**config.mk**
```make
export PLATFORM = sky130hd
export DESIGN_NAME = pkt_tx_framer
export DESIGN_NICKNAME = d
export VERILOG_FILES = /design/src/rtl/pkt_tx_pkg.sv /design/src/rtl/tx_shifter.sv /design/src/rtl/tx_seq.sv /design/src/rtl/irq_flags.sv /design/src/rtl/pkt_tx_framer.sv
export SDC_FILE = /design/constraint.sdc
export NUM_CORES = 1
export LEC_CHECK = 0
export BUFFER_PORTS_ARGS = -buffer_cell sky130_fd_sc_hd__buf_2
export CORE_ASPECT_RATIO = 0.5
export CORE_MARGIN = 1.5
export CORE_UTILIZATION = 56
export DETAILED_ROUTE_END_ITERATION = 8
export PLACE_DENSITY = 0.85
export SYNTH_ARGS = -nofsm -noshare
export SYNTH_HDL_FRONTEND = slang
export SYNTH_SLANG_ARGS = --single-unit
```
**constraint.sdc**
```tcl
create_clock -name clk -period 2.65 [get_ports clk]
set_input_delay 0 -clock clk [delete_from_list [all_inputs] [get_ports clk]]
set_output_delay 0 -clock clk [all_outputs]
set_load 0.05 [all_outputs]
```
**src/rtl/pkt_tx_pkg.sv**
```systemverilog
package pkt_tx_pkg;
  typedef enum logic [1:0] {ST_IDLE, ST_PRE, ST_SYNC, ST_DATA} tx_state_e;

  localparam logic [7:0] TRAIN_BYTE = 8'hAA;

  // Total serial bits in a complete packet.
  function automatic logic [15:0] frame_bits(input int unsigned pre,
                                             input int unsigned len,
                                             input int unsigned sync_w);
    return 16'(pre * 8 + sync_w + len * 8);
  endfunction
endpackage

```
**src/rtl/tx_shifter.sv**
```systemverilog
module tx_shifter #(
  parameter int SR_W  = 16,
  parameter int CNT_W = 5
) (
  input  logic             clk,
  input  logic             rst_n,
  input  logic             load_i,
  input  logic [SR_W-1:0]  load_val_i,
  input  logic [CNT_W-1:0] load_bits_i,
  input  logic             shift_i,
  output logic             last_bit_o,
  output logic             bit_o,
  output logic             valid_o
);
  logic [SR_W-1:0]  sr_q;
  logic [CNT_W-1:0] bits_left_q;

  assign last_bit_o = shift_i && (bits_left_q == CNT_W'(1));

  always_ff @(posedge clk or negedge rst_n) begin
    if (!rst_n) begin
      sr_q        <= '0;
      bits_left_q <= '0;
      bit_o       <= 1'b0;
      valid_o     <= 1'b0;
    end else begin
      valid_o <= shift_i;
      if (shift_i) bit_o <= sr_q[SR_W-1];
      if (load_i) begin
        sr_q        <= load_val_i;
        bits_left_q <= load_bits_i;
      end else if (shift_i) begin
        sr_q        <= {sr_q[SR_W-2:0], 1'b0};
        bits_left_q <= bits_left_q - 1'b1;
      end
    end
  end

  // a shift is never requested with no bits loaded
  assert_shift_has_bit_R2: assert property (@(posedge clk) disable iff (!rst_n)
    shift_i |-> (bits_left_q != '0));
endmodule

```
**src/rtl/tx_seq.sv**
```systemverilog
module tx_seq
  import pkt_tx_pkg::*;
#(
  parameter int PRE_W  = 4,
  parameter int LEN_W  = 8,
  parameter int SYNC_W = 16,
  parameter int SR_W   = 16,
  parameter int CNT_W  = 5
) (
  input  logic              clk,
  input  logic              rst_n,
  input  logic              start_i,
  input  logic [PRE_W-1:0]  pre_len_i,
  input  logic [LEN_W-1:0]  pkt_len_i,
  input  logic [SYNC_W-1:0] sync_i,
  input  logic              fifo_empty_i,
  input  logic [7:0]        fifo_data_i,
  input  logic              shift_i,
  input  logic              last_bit_i,
  output logic              load_o,
  output logic [SR_W-1:0]   load_val_o,
  output logic [CNT_W-1:0]  load_bits_o,
  output logic              fifo_rd_o,
  output logic              busy_o,
  output logic              done_ev_o,
  output logic              unf_ev_o
);
  tx_state_e         state_q, state_d;
  logic [PRE_W-1:0]  pre_left_q, pre_left_d;
  logic [LEN_W-1:0]  data_left_q, data_left_d;
  logic [SYNC_W-1:0] sync_q, sync_d;
  logic              start_acc;

  function automatic logic [SR_W-1:0] place_byte(input logic [7:0] b);
    logic [SR_W-1:0] v;
    v = '0;
    v[SR_W-1 -: 8] = b;
    return v;
  endfunction

  function automatic logic [SR_W-1:0] place_sync(input logic [SYNC_W-1:0] s);
    logic [SR_W-1:0] v;
    v = '0;
    v[SR_W-1 -: SYNC_W] = s;
    return v;
  endfunction

  assign busy_o    = (state_q != ST_IDLE);
  assign start_acc = start_i && (state_q == ST_IDLE);

  always_comb begin
    state_d     = state_q;
    pre_left_d  = pre_left_q;
    data_left_d = data_left_q;
    sync_d      = sync_q;
    load_o      = 1'b0;
    load_val_o  = '0;
    load_bits_o = '0;
    fifo_rd_o   = 1'b0;
    done_ev_o   = 1'b0;
    unf_ev_o    = 1'b0;
    if (start_acc) begin
      sync_d      = sync_i;
      data_left_d = pkt_len_i;
      load_o      = 1'b1;
      if (pre_len_i != '0) begin
        load_val_o  = place_byte(TRAIN_BYTE);
        load_bits_o = CNT_W'(8);
        pre_left_d  = pre_len_i - 1'b1;
        state_d     = ST_PRE;
      end else begin
        load_val_o  = place_sync(sync_i);
        load_bits_o = CNT_W'(SYNC_W);
        state_d     = ST_SYNC;
      end
    end else if (last_bit_i) begin
      unique case (state_q)
        ST_PRE: begin
          load_o = 1'b1;
          if (pre_left_q != '0) begin
            load_val_o  = place_byte(TRAIN_BYTE);
            load_bits_o = CNT_W'(8);
            pre_left_d  = pre_left_q - 1'b1;
          end else begin
            load_val_o  = place_sync(sync_q);
            load_bits_o = CNT_W'(SYNC_W);
            state_d     = ST_SYNC;
          end
        end
        ST_SYNC, ST_DATA: begin
          if (data_left_q == '0) begin
            state_d   = ST_IDLE;
            done_ev_o = 1'b1;
          end else if (fifo_empty_i) begin
            state_d  = ST_IDLE;
            unf_ev_o = 1'b1;
          end else begin
            fifo_rd_o   = 1'b1;
            load_o      = 1'b1;
            load_val_o  = place_byte(fifo_data_i);
            load_bits_o = CNT_W'(8);
            data_left_d = data_left_q - 1'b1;
            state_d     = ST_DATA;
          end
        end
        default: state_d = ST_IDLE;
      endcase
    end
  end

  always_ff @(posedge clk or negedge rst_n) begin
    if (!rst_n) begin
      state_q     <= ST_IDLE;
      pre_left_q  <= '0;
      data_left_q <= '0;
      sync_q      <= '0;
    end else begin
      state_q     <= state_d;
      pre_left_q  <= pre_left_d;
      data_left_q <= data_left_d;
      sync_q      <= sync_d;
    end
  end

  // Observation registers for the checks below
  logic [PRE_W-1:0] chk_pre_q;
  logic [LEN_W-1:0] chk_len_q;
  logic [LEN_W-1:0] chk_pops_q;
  logic [15:0]      chk_bits_q;
  always_ff @(posedge clk or negedge rst_n) begin
    if (!rst_n) begin
      chk_pre_q  <= '0;
      chk_len_q  <= '0;
      chk_pops_q <= '0;
      chk_bits_q <= '0;
    end else if (start_acc) begin
      chk_pre_q  <= pre_len_i;
      chk_len_q  <= pkt_len_i;
      chk_pops_q <= '0;
      chk_bits_q <= '0;
    end else begin
      if (fifo_rd_o) chk_pops_q <= chk_pops_q + 1'b1;
      if (shift_i)   chk_bits_q <= chk_bits_q + 1'b1;
    end
  end

  assert_no_pop_empty_R9: assert property (@(posedge clk) disable iff (!rst_n)
    fifo_rd_o |-> !fifo_empty_i);
  assert_end_to_idle_R3: assert property (@(posedge clk) disable iff (!rst_n)
    (done_ev_o || unf_ev_o) |=> !busy_o);
  assert_pop_count_R3: assert property (@(posedge clk) disable iff (!rst_n)
    done_ev_o |-> (chk_pops_q == chk_len_q));
  assert_frame_length_R1: assert property (@(posedge clk) disable iff (!rst_n)
    done_ev_o |-> (chk_bits_q + 16'd1 ==
                   frame_bits(32'(chk_pre_q), 32'(chk_len_q), SYNC_W)));
  assert_busy_start_ignored_R5: assert property (@(posedge clk) disable iff (!rst_n)
    (busy_o && start_i && !last_bit_i) |=> ($stable(data_left_q) && $stable(sync_q)));
  assert_single_end_R6: assert property (@(posedge clk) disable iff (!rst_n)
    $onehot0({done_ev_o, unf_ev_o}));
endmodule

```
**src/rtl/irq_flags.sv**
```systemverilog
module irq_flags (
  input  logic       clk,
  input  logic       rst_n,
  input  logic       sent_set_i,
  input  logic       unf_set_i,
  input  logic [1:0] clr_i,
  output logic       sent_o,
  output logic       unf_o
);
  always_ff @(posedge clk or negedge rst_n) begin
    if (!rst_n) begin
      sent_o <= 1'b0;
      unf_o  <= 1'b0;
    end else begin
      sent_o <= (sent_o && !clr_i[0]) || sent_set_i;
      unf_o  <= (unf_o  && !clr_i[1]) || unf_set_i;
    end
  end

  assert_sent_sticky_R4: assert property (@(posedge clk) disable iff (!rst_n)
    (sent_o && !clr_i[0]) |=> sent_o);
  assert_sent_on_done_R4: assert property (@(posedge clk) disable iff (!rst_n)
    sent_set_i |=> sent_o);
  assert_unf_no_sent_R6: assert property (@(posedge clk) disable iff (!rst_n)
    (unf_set_i && !sent_o) |=> (!sent_o && unf_o));
endmodule

```
**src/rtl/pkt_tx_framer.sv**
```systemverilog
module pkt_tx_framer #(
  parameter int PRE_W  = 4,
  parameter int LEN_W  = 8,
  parameter int SYNC_W = 16
) (
  input  logic              clk,
  input  logic              rst_n,
  input  logic              start_i,
  input  logic [LEN_W-1:0]  pkt_len_i,
  input  logic [PRE_W-1:0]  pre_len_i,
  input  logic [SYNC_W-1:0] sync_word_i,
  input  logic [1:0]        irq_clr_i,
  input  logic              fifo_empty_i,
  input  logic [7:0]        fifo_data_i,
  output logic              fifo_rd_o,
  input  logic              bit_tick_i,
  output logic              tx_bit_o,
  output logic              tx_valid_o,
  output logic              busy_o,
  output logic              sent_irq_o,
  output logic              underflow_o
);
  localparam int SR_W  = (SYNC_W > 8) ? SYNC_W : 8;
  localparam int CNT_W = $clog2(SR_W + 1);

  logic             shift_ev;
  logic             last_bit_ev;
  logic             load_ev;
  logic [SR_W-1:0]  load_val;
  logic [CNT_W-1:0] load_bits;
  logic             done_ev;
  logic             unf_ev;

  assign shift_ev = bit_tick_i && busy_o;

  tx_seq #(
    .PRE_W(PRE_W), .LEN_W(LEN_W), .SYNC_W(SYNC_W), .SR_W(SR_W), .CNT_W(CNT_W)
  ) u_seq (
    .clk(clk), .rst_n(rst_n), .start_i(start_i), .pre_len_i(pre_len_i),
    .pkt_len_i(pkt_len_i), .sync_i(sync_word_i), .fifo_empty_i(fifo_empty_i),
    .fifo_data_i(fifo_data_i), .shift_i(shift_ev), .last_bit_i(last_bit_ev),
    .load_o(load_ev), .load_val_o(load_val), .load_bits_o(load_bits),
    .fifo_rd_o(fifo_rd_o), .busy_o(busy_o), .done_ev_o(done_ev), .unf_ev_o(unf_ev)
  );

  tx_shifter #(.SR_W(SR_W), .CNT_W(CNT_W)) u_shift (
    .clk(clk), .rst_n(rst_n), .load_i(load_ev), .load_val_i(load_val),
    .load_bits_i(load_bits), .shift_i(shift_ev), .last_bit_o(last_bit_ev),
    .bit_o(tx_bit_o), .valid_o(tx_valid_o)
  );

  irq_flags u_irq (
    .clk(clk), .rst_n(rst_n), .sent_set_i(done_ev), .unf_set_i(unf_ev),
    .clr_i(irq_clr_i), .sent_o(sent_irq_o), .unf_o(underflow_o)
  );

  assert_valid_follows_tick_R2: assert property (@(posedge clk) disable iff (!rst_n)
    shift_ev |=> tx_valid_o);
  assert_no_valid_without_tick_R2: assert property (@(posedge clk) disable iff (!rst_n)
    !shift_ev |=> !tx_valid_o);
endmodule

```
; ---- Word level (Yosys, flattened, before mapping)
; Index checks and enable logic that the tools add are counted.
[op_classes]
reduce_logical = 23
n_eq_ne = 8
mux = 52
addsub = 4
[ops]
columns = operator, n
row1 = 2-to-1 mux 16 bit, 8
row2 = 2-to-1 mux 8 bit, 5
row3 = 2-to-1 mux 5 bit, 7
row4 = one-hot mux 16 bit (2 select lines), 1
row5 = 2-to-1 mux 4 bit, 6
row6 = 2-to-1 mux 1 bit, 16
row7 = 2-to-1 mux 2 bit, 6
row8 = nonzero test 2 bit, 6
row9 = one-hot mux 5 bit (2 select lines), 1
row10 = logical NOT 8 bit, 1
row11 = AND reduction 4 bit, 2
row12 = nonzero test 4 bit, 2
row13 = subtractor 4 x 1 -> 4 bit (second input constant), 2
row14 = subtractor 8 x 1 -> 8 bit (second input constant), 1
row15 = == test 5 x 1 -> 1 bit (second input constant), 1
row16 = logical AND 1 bit, 5
row17 = subtractor 5 x 1 -> 5 bit (second input constant), 1
row18 = == test 2 bit (second input constant), 2
row19 = != test 2 x 1 -> 1 bit (second input constant), 2
row20 = one-hot mux 2 bit (2 select lines), 1
row21 = != test 3 x 2 -> 1 bit (second input constant), 1
row22 = == test 2 x 1 -> 1 bit (second input constant), 1
row23 = logical NOT 1 bit, 2
row24 = logical NOT 2 bit, 1
row25 = 5 further kinds, 6
[word_totals]
ff_bits = 55
in_bits = 43
elab_cells = 97

; ---- Longest topological paths before layout
[logic_depth]
ltp_word = 6
mapped_depth = 9
ltp_nobuf = 6

; ---- Modules after synthesis
; A second synthesis with hierarchy kept.
[unflattened]
hier_cells = 330
hier_area_um2 = 3046.7
[by_module_without_submodules]
columns = module, cells_each, area_each_um2, n_inst
row1 = tx_seq, 220, 1866.8, 1
row2 = tx_shifter, 103, 1101.1, 1
row3 = irq_flags, 6, 72.6, 1
row4 = pkt_tx_framer, 1, 6.3, 1

; ---- Worst setup path before layout
; OpenSTA, ideal clock, no wires.
[synth_path]
kind = register to register
from = register u_shift.bits_left_q[1]
to = register u_shift.sr_q[15]
path_stages_with_launch = 9
slack_ps = 52
t_arrival_ps = 2530
synth_period_minus_slack_ps = 2598
n_path_buf = 2
cell_sequence = dfrtp_1 > inv_1 > ha_1 > or3b_1 > buf_2 > or3_4 > buf_6 > nor2_1 > a221o_1
[synth_between]
elab_chain_cells = 5
elab_cells_between_ends = 8
[synth_lines]
columns = item, line_no
row1 = start: declaration, tx_shifter.sv:16  ; logic [CNT_W-1:0] bits_left_q;
row2 = start signal: assignment, tx_shifter.sv:31  ; bits_left_q <= load_bits_i;
row3 = start signal: assignment, tx_shifter.sv:34  ; bits_left_q <= bits_left_q - 1'b1;
row4 = == test 5 x 1 -> 1 bit (*), tx_shifter.sv:18  ; assign last_bit_o = shift_i && (bits_left_q == CNT_W'(1));
row5 = logical AND 1 bit (*), tx_shifter.sv:18
row6 = 2-to-1 mux 16 bit / 2-to-1 mux 1 bit (equally long branches), tx_seq.sv:76  ; end else if (last_bit_i) begin
row7 = 2-to-1 mux 16 bit / 2-to-1 mux 1 bit (equally long branches), tx_seq.sv:62  ; if (start_acc) begin
row8 = 2-to-1 mux 16 bit / nonzero test 2 bit (equally long branches), -
row9 = end signal: assignment, tx_shifter.sv:30  ; sr_q <= load_val_i;
row10 = end signal: assignment, tx_shifter.sv:33  ; sr_q <= {sr_q[SR_W-2:0], 1'b0};
row11 = end: declaration, tx_shifter.sv:15  ; logic [SR_W-1:0] sr_q;
; Every way passes the cells marked *; elsewhere a longest branch is shown, timed or not.
; A chain may end at the register's enable or synchronous reset.

; ---- Worst setup path in the final report
[layout_path]
from = register u_shift.bits_left_q[1]
to = output fifo_rd_o
[layout_between]
elab_chain_cells = 4
[layout_lines]
columns = item, line_no
row1 = == test 5 x 1 -> 1 bit, tx_shifter.sv:18
row2 = logical AND 1 bit, tx_shifter.sv:18
row3 = 2-to-1 mux 1 bit, tx_seq.sv:76
row4 = 2-to-1 mux 1 bit, tx_seq.sv:62
row5 = end: declaration, pkt_tx_framer.sv:15  ; output logic fifo_rd_o,
; Every way passes these cells.

==> results.md <==
* Clock skew at 0.0154 ns
* Synth warn at 0
* Dpl cells at 429
* Reg power frac at 42.2%
* Combinational share of power at 41.4%
* CP required at 2.65 ns
* Antenna-violating nets left at 0
* Initial core utilization at 59.3%
* CTS tree: built
* Post-synthesis async set-or-reset flop share at 100%
* Pin count of the biggest net entering global routing at 32
* CP Launch Type: flip-flop
* Die ar. at 5790 µm²
* Die X at 106 µm
* Sink Count at 55
* VDD IR max at 536 µV
* Ports at 49
* Root Buffer: clkbuf_8
* Hold WC Path Type: input port to flip-flop
* Max Slew Vio Count at 0
* Synth area leaders: dfrtp_1 (46%), nand2_1 (8.8%), mux2i_1 (7.7%), o21ai_0 (2.7%), nor2_1 (2.1%)
* CP Max Fanout at 21
* Clock transition at the registers of the reported paths at 0.10 ns
* Area growth from synthesis to layout at 24.4%
* Average size of a mapped cell at 9.30 µm²
* CP arrival at 2.42 ns
* Crit path capture type: output port
* Slew margin rel. at 46.1%
* Switching power at 0.00138 W
* Post-Layout Cell Count at 466
* GRT Total Usage at 25.7%
* Row count at 18
* Hold-fix buffers, CTS at 29
* Synth Flop Type: dfrtp_1
* Vias in the first global route at 2,470
* Worst-margin pin slew at 0.808 ns
* Via density at 5.82
* Unrepaired setup endpoints after global routing: no
* Outcome: completed
* Unique masters post-synth at 49
* PD cells at 929 nW/µm²
* Max-cap violations at 0
* Wire per inst at 15.7 µm
* DR DRC count at 0
* Net Count, Synth at 368
* Total Nets Final at 443
* Clock share of power at 16.4%
* DRT Pass-1 Iters at 4
* Final core occ at 73.7%
* Final setup fails at 0
* Layout cells sized above 1 at 18.9%
* Internal power at 0.00206 W
* Num CTS Buffers at 5
* Sequential cell area fraction in the yosys report at 46.2%
* Setup TNS at 0 ns
* Initial antenna violation count at 0
* Clock Latency Late Sink at 0.31 ns
* Clock buffer depth at 2
* Drt initial violations at 207
* Seq cells post-synth at 55
* Postcts setup bufs at 0
* Number of hold violations in the final report at 0
* Routed via count at 2,714
* Achievable Freq at 414 MHz
* Post-detail-place hpwl at 4.82 mm
* Number of enable flip-flop cells after synthesis at 0
* Placer Congestion at 0.873
* Netlist Area Pre-Place at 2980 µm²
* Final period utilization at 91.2%
* Antenna diode count at 0
* Switching part of the total at 40.2%
* Type of the worst setup path: flip-flop to output port
* P_leak at 1.73 nW
* Final WL at 7.31 mm
* Post-cts resize count at 0
* IO Port Bufs at 48
* Fin crit period at 2.42 ns
* Core area at 5020 µm²
* # H-tree levels at 2
* Synth area leader: dfrtp_1
* Post-synth top area share at 46.2%
* Total congestion overflow at 0
* First-pass GRT wire length at 11.3 mm
* DIE HEIGHT at 54.6 µm
* Post-Syn Instances at 320
## cells in the final DEF, fill, tap and decap left out, drive strengths merged, types with 8 or more instances in the layout
cell	count
a211oi	8
or4	8
buf	60
dlygate4sd3	29
o21ai	16
inv	11
nand2	70
dfrtp	55
mux2i	23
nor3	11
nor2	17
## worst max-delay path, stage by stage, from the launching register on
cell	delay [ns]
dfrtp_1	0.41
inv_1	0.09
ha_1	0.16
or3b_1	0.44
or3_4	0.52
nor2_1	0.20
buf_2	0.30
## cell type report
cell class / count / area [µm²]
fillers: 363 / 1320
flip-flops and latches: 55 / 1380
well taps: 70 / 87.6
repair buffers: 89 / 621
clock buffers: 6 / 72.6
clock inverters: 2 / 38.8
inverters: 10 / 37.5
multi-input cells: 234 / 1470
## synth_stat cells (2+ instances only)
library cell	count
a221oi_1	4
nor3_1	11
ha_1	5
nor4_1	4
mux2_2	2
inv_1	10
xnor2_1	2
o31ai_1	6
a221o_1	2
nor4b_1	2
buf_6	2
nor3b_1	2
clkbuf_1	14
a21oi_1	4
mux2i_1	23
a22o_1	2
a32oi_1	7
buf_2	4
dfrtp_1	55
o22ai_1	3
nand3_1	4
or3_1	2
o311ai_0	2
a31oi_1	7
o211a_1	3
or4_1	8
a211oi_1	8
o21ai_0	16
nor2_1	17
nand2_1	70
## through the flow
| stage | hold slack [ns] | cell area (µm²) | setup WS (ns) | power [W] |
|---|---|---|---|---|
| finish | 0.0410 | 3700 | 0.232 | 0.00344 |
| detailed placement | 0.00838 | 3300 | 0.302 | 0.00281 |
| global route | 0.0527 | 3700 | 0.102 | 0.00368 |
| floorplan | -0.296 | 2980 | 0.0517 | 0.00242 |
| global placement | -0.00125 | 3300 | 0.406 | 0.00271 |
| CTS | 0.0326 | 3700 | 0.239 | 0.00341 |
## cell families after synthesis
logic type / count (synthesis) / share of synthesized area (%)
buffers and inverters: 31 / 4.58
and+or+nand+nor: 130 / 20.6
adders and majority gates: 5 / 2.10
xor gates and xnor gates: 3 / 0.883
AOI/OAI and AO/OA: 71 / 17.1
DFF: 55 / 46.2
muxes: 25 / 8.49
## path summary, 6_finish.rpt
path | start | endpoint | slack, ns | depth (start not counted)
hold / removal | fifo_empty_i | u_irq.unf_o | 0.04 | 3
setup / recovery | u_shift.bits_left_q[1] | fifo_rd_o | 0.23 | 6
min in group asynchronous | rst_n | u_seq.sync_q[2] | 0.20 | 2
max in group asynchronous | rst_n | u_seq.data_left_q[7] | 1.63 | 3
setup reg to reg | u_shift.bits_left_q[1] | u_seq.data_left_q[7] | 0.25 | 6
hold reg to reg | u_seq.sync_q[4] | u_seq.sync_q[4] | 0.49 | 2
## power by group through the flow
stage               clock network (W)  logic, W  registers, W
floorplan                           0   0.00101       0.00141
global placement                    0   0.00128       0.00143
detailed placement                  0   0.00136       0.00145
CTS                          0.000574   0.00141       0.00143
global route                 0.000602   0.00158       0.00149
finish                       0.000564   0.00142       0.00145
## state kept, by name, indices dropped and copies added (netlist names)
register             count
u_irq.sent_o             1
u_seq.sync_q            16
u_shift.bit_o            1
u_shift.bits_left_q      5
u_seq.data_left_q        8
u_shift.valid_o          1
u_shift.sr_q            16
u_seq.state_q            2
u_seq.pre_left_q         4
u_irq.unf_o              1
## routing by layer
metal | routed length, µm | track usage (%) | share of wire, % | vias to the layer above
met2 | 3530 | 44.5 | 48 | 85
li1 | - | - | - | 1310
met1 | 3250 | 33.9 | 45 | 1309
met4 | 77 | 8.11 | 1.1 | 0
met5 | 0 | 0 | 0 | -
met3 | 445 | 4.52 | 6.1 | 10
No activity file was read; power rests on OpenSTA's default activity.
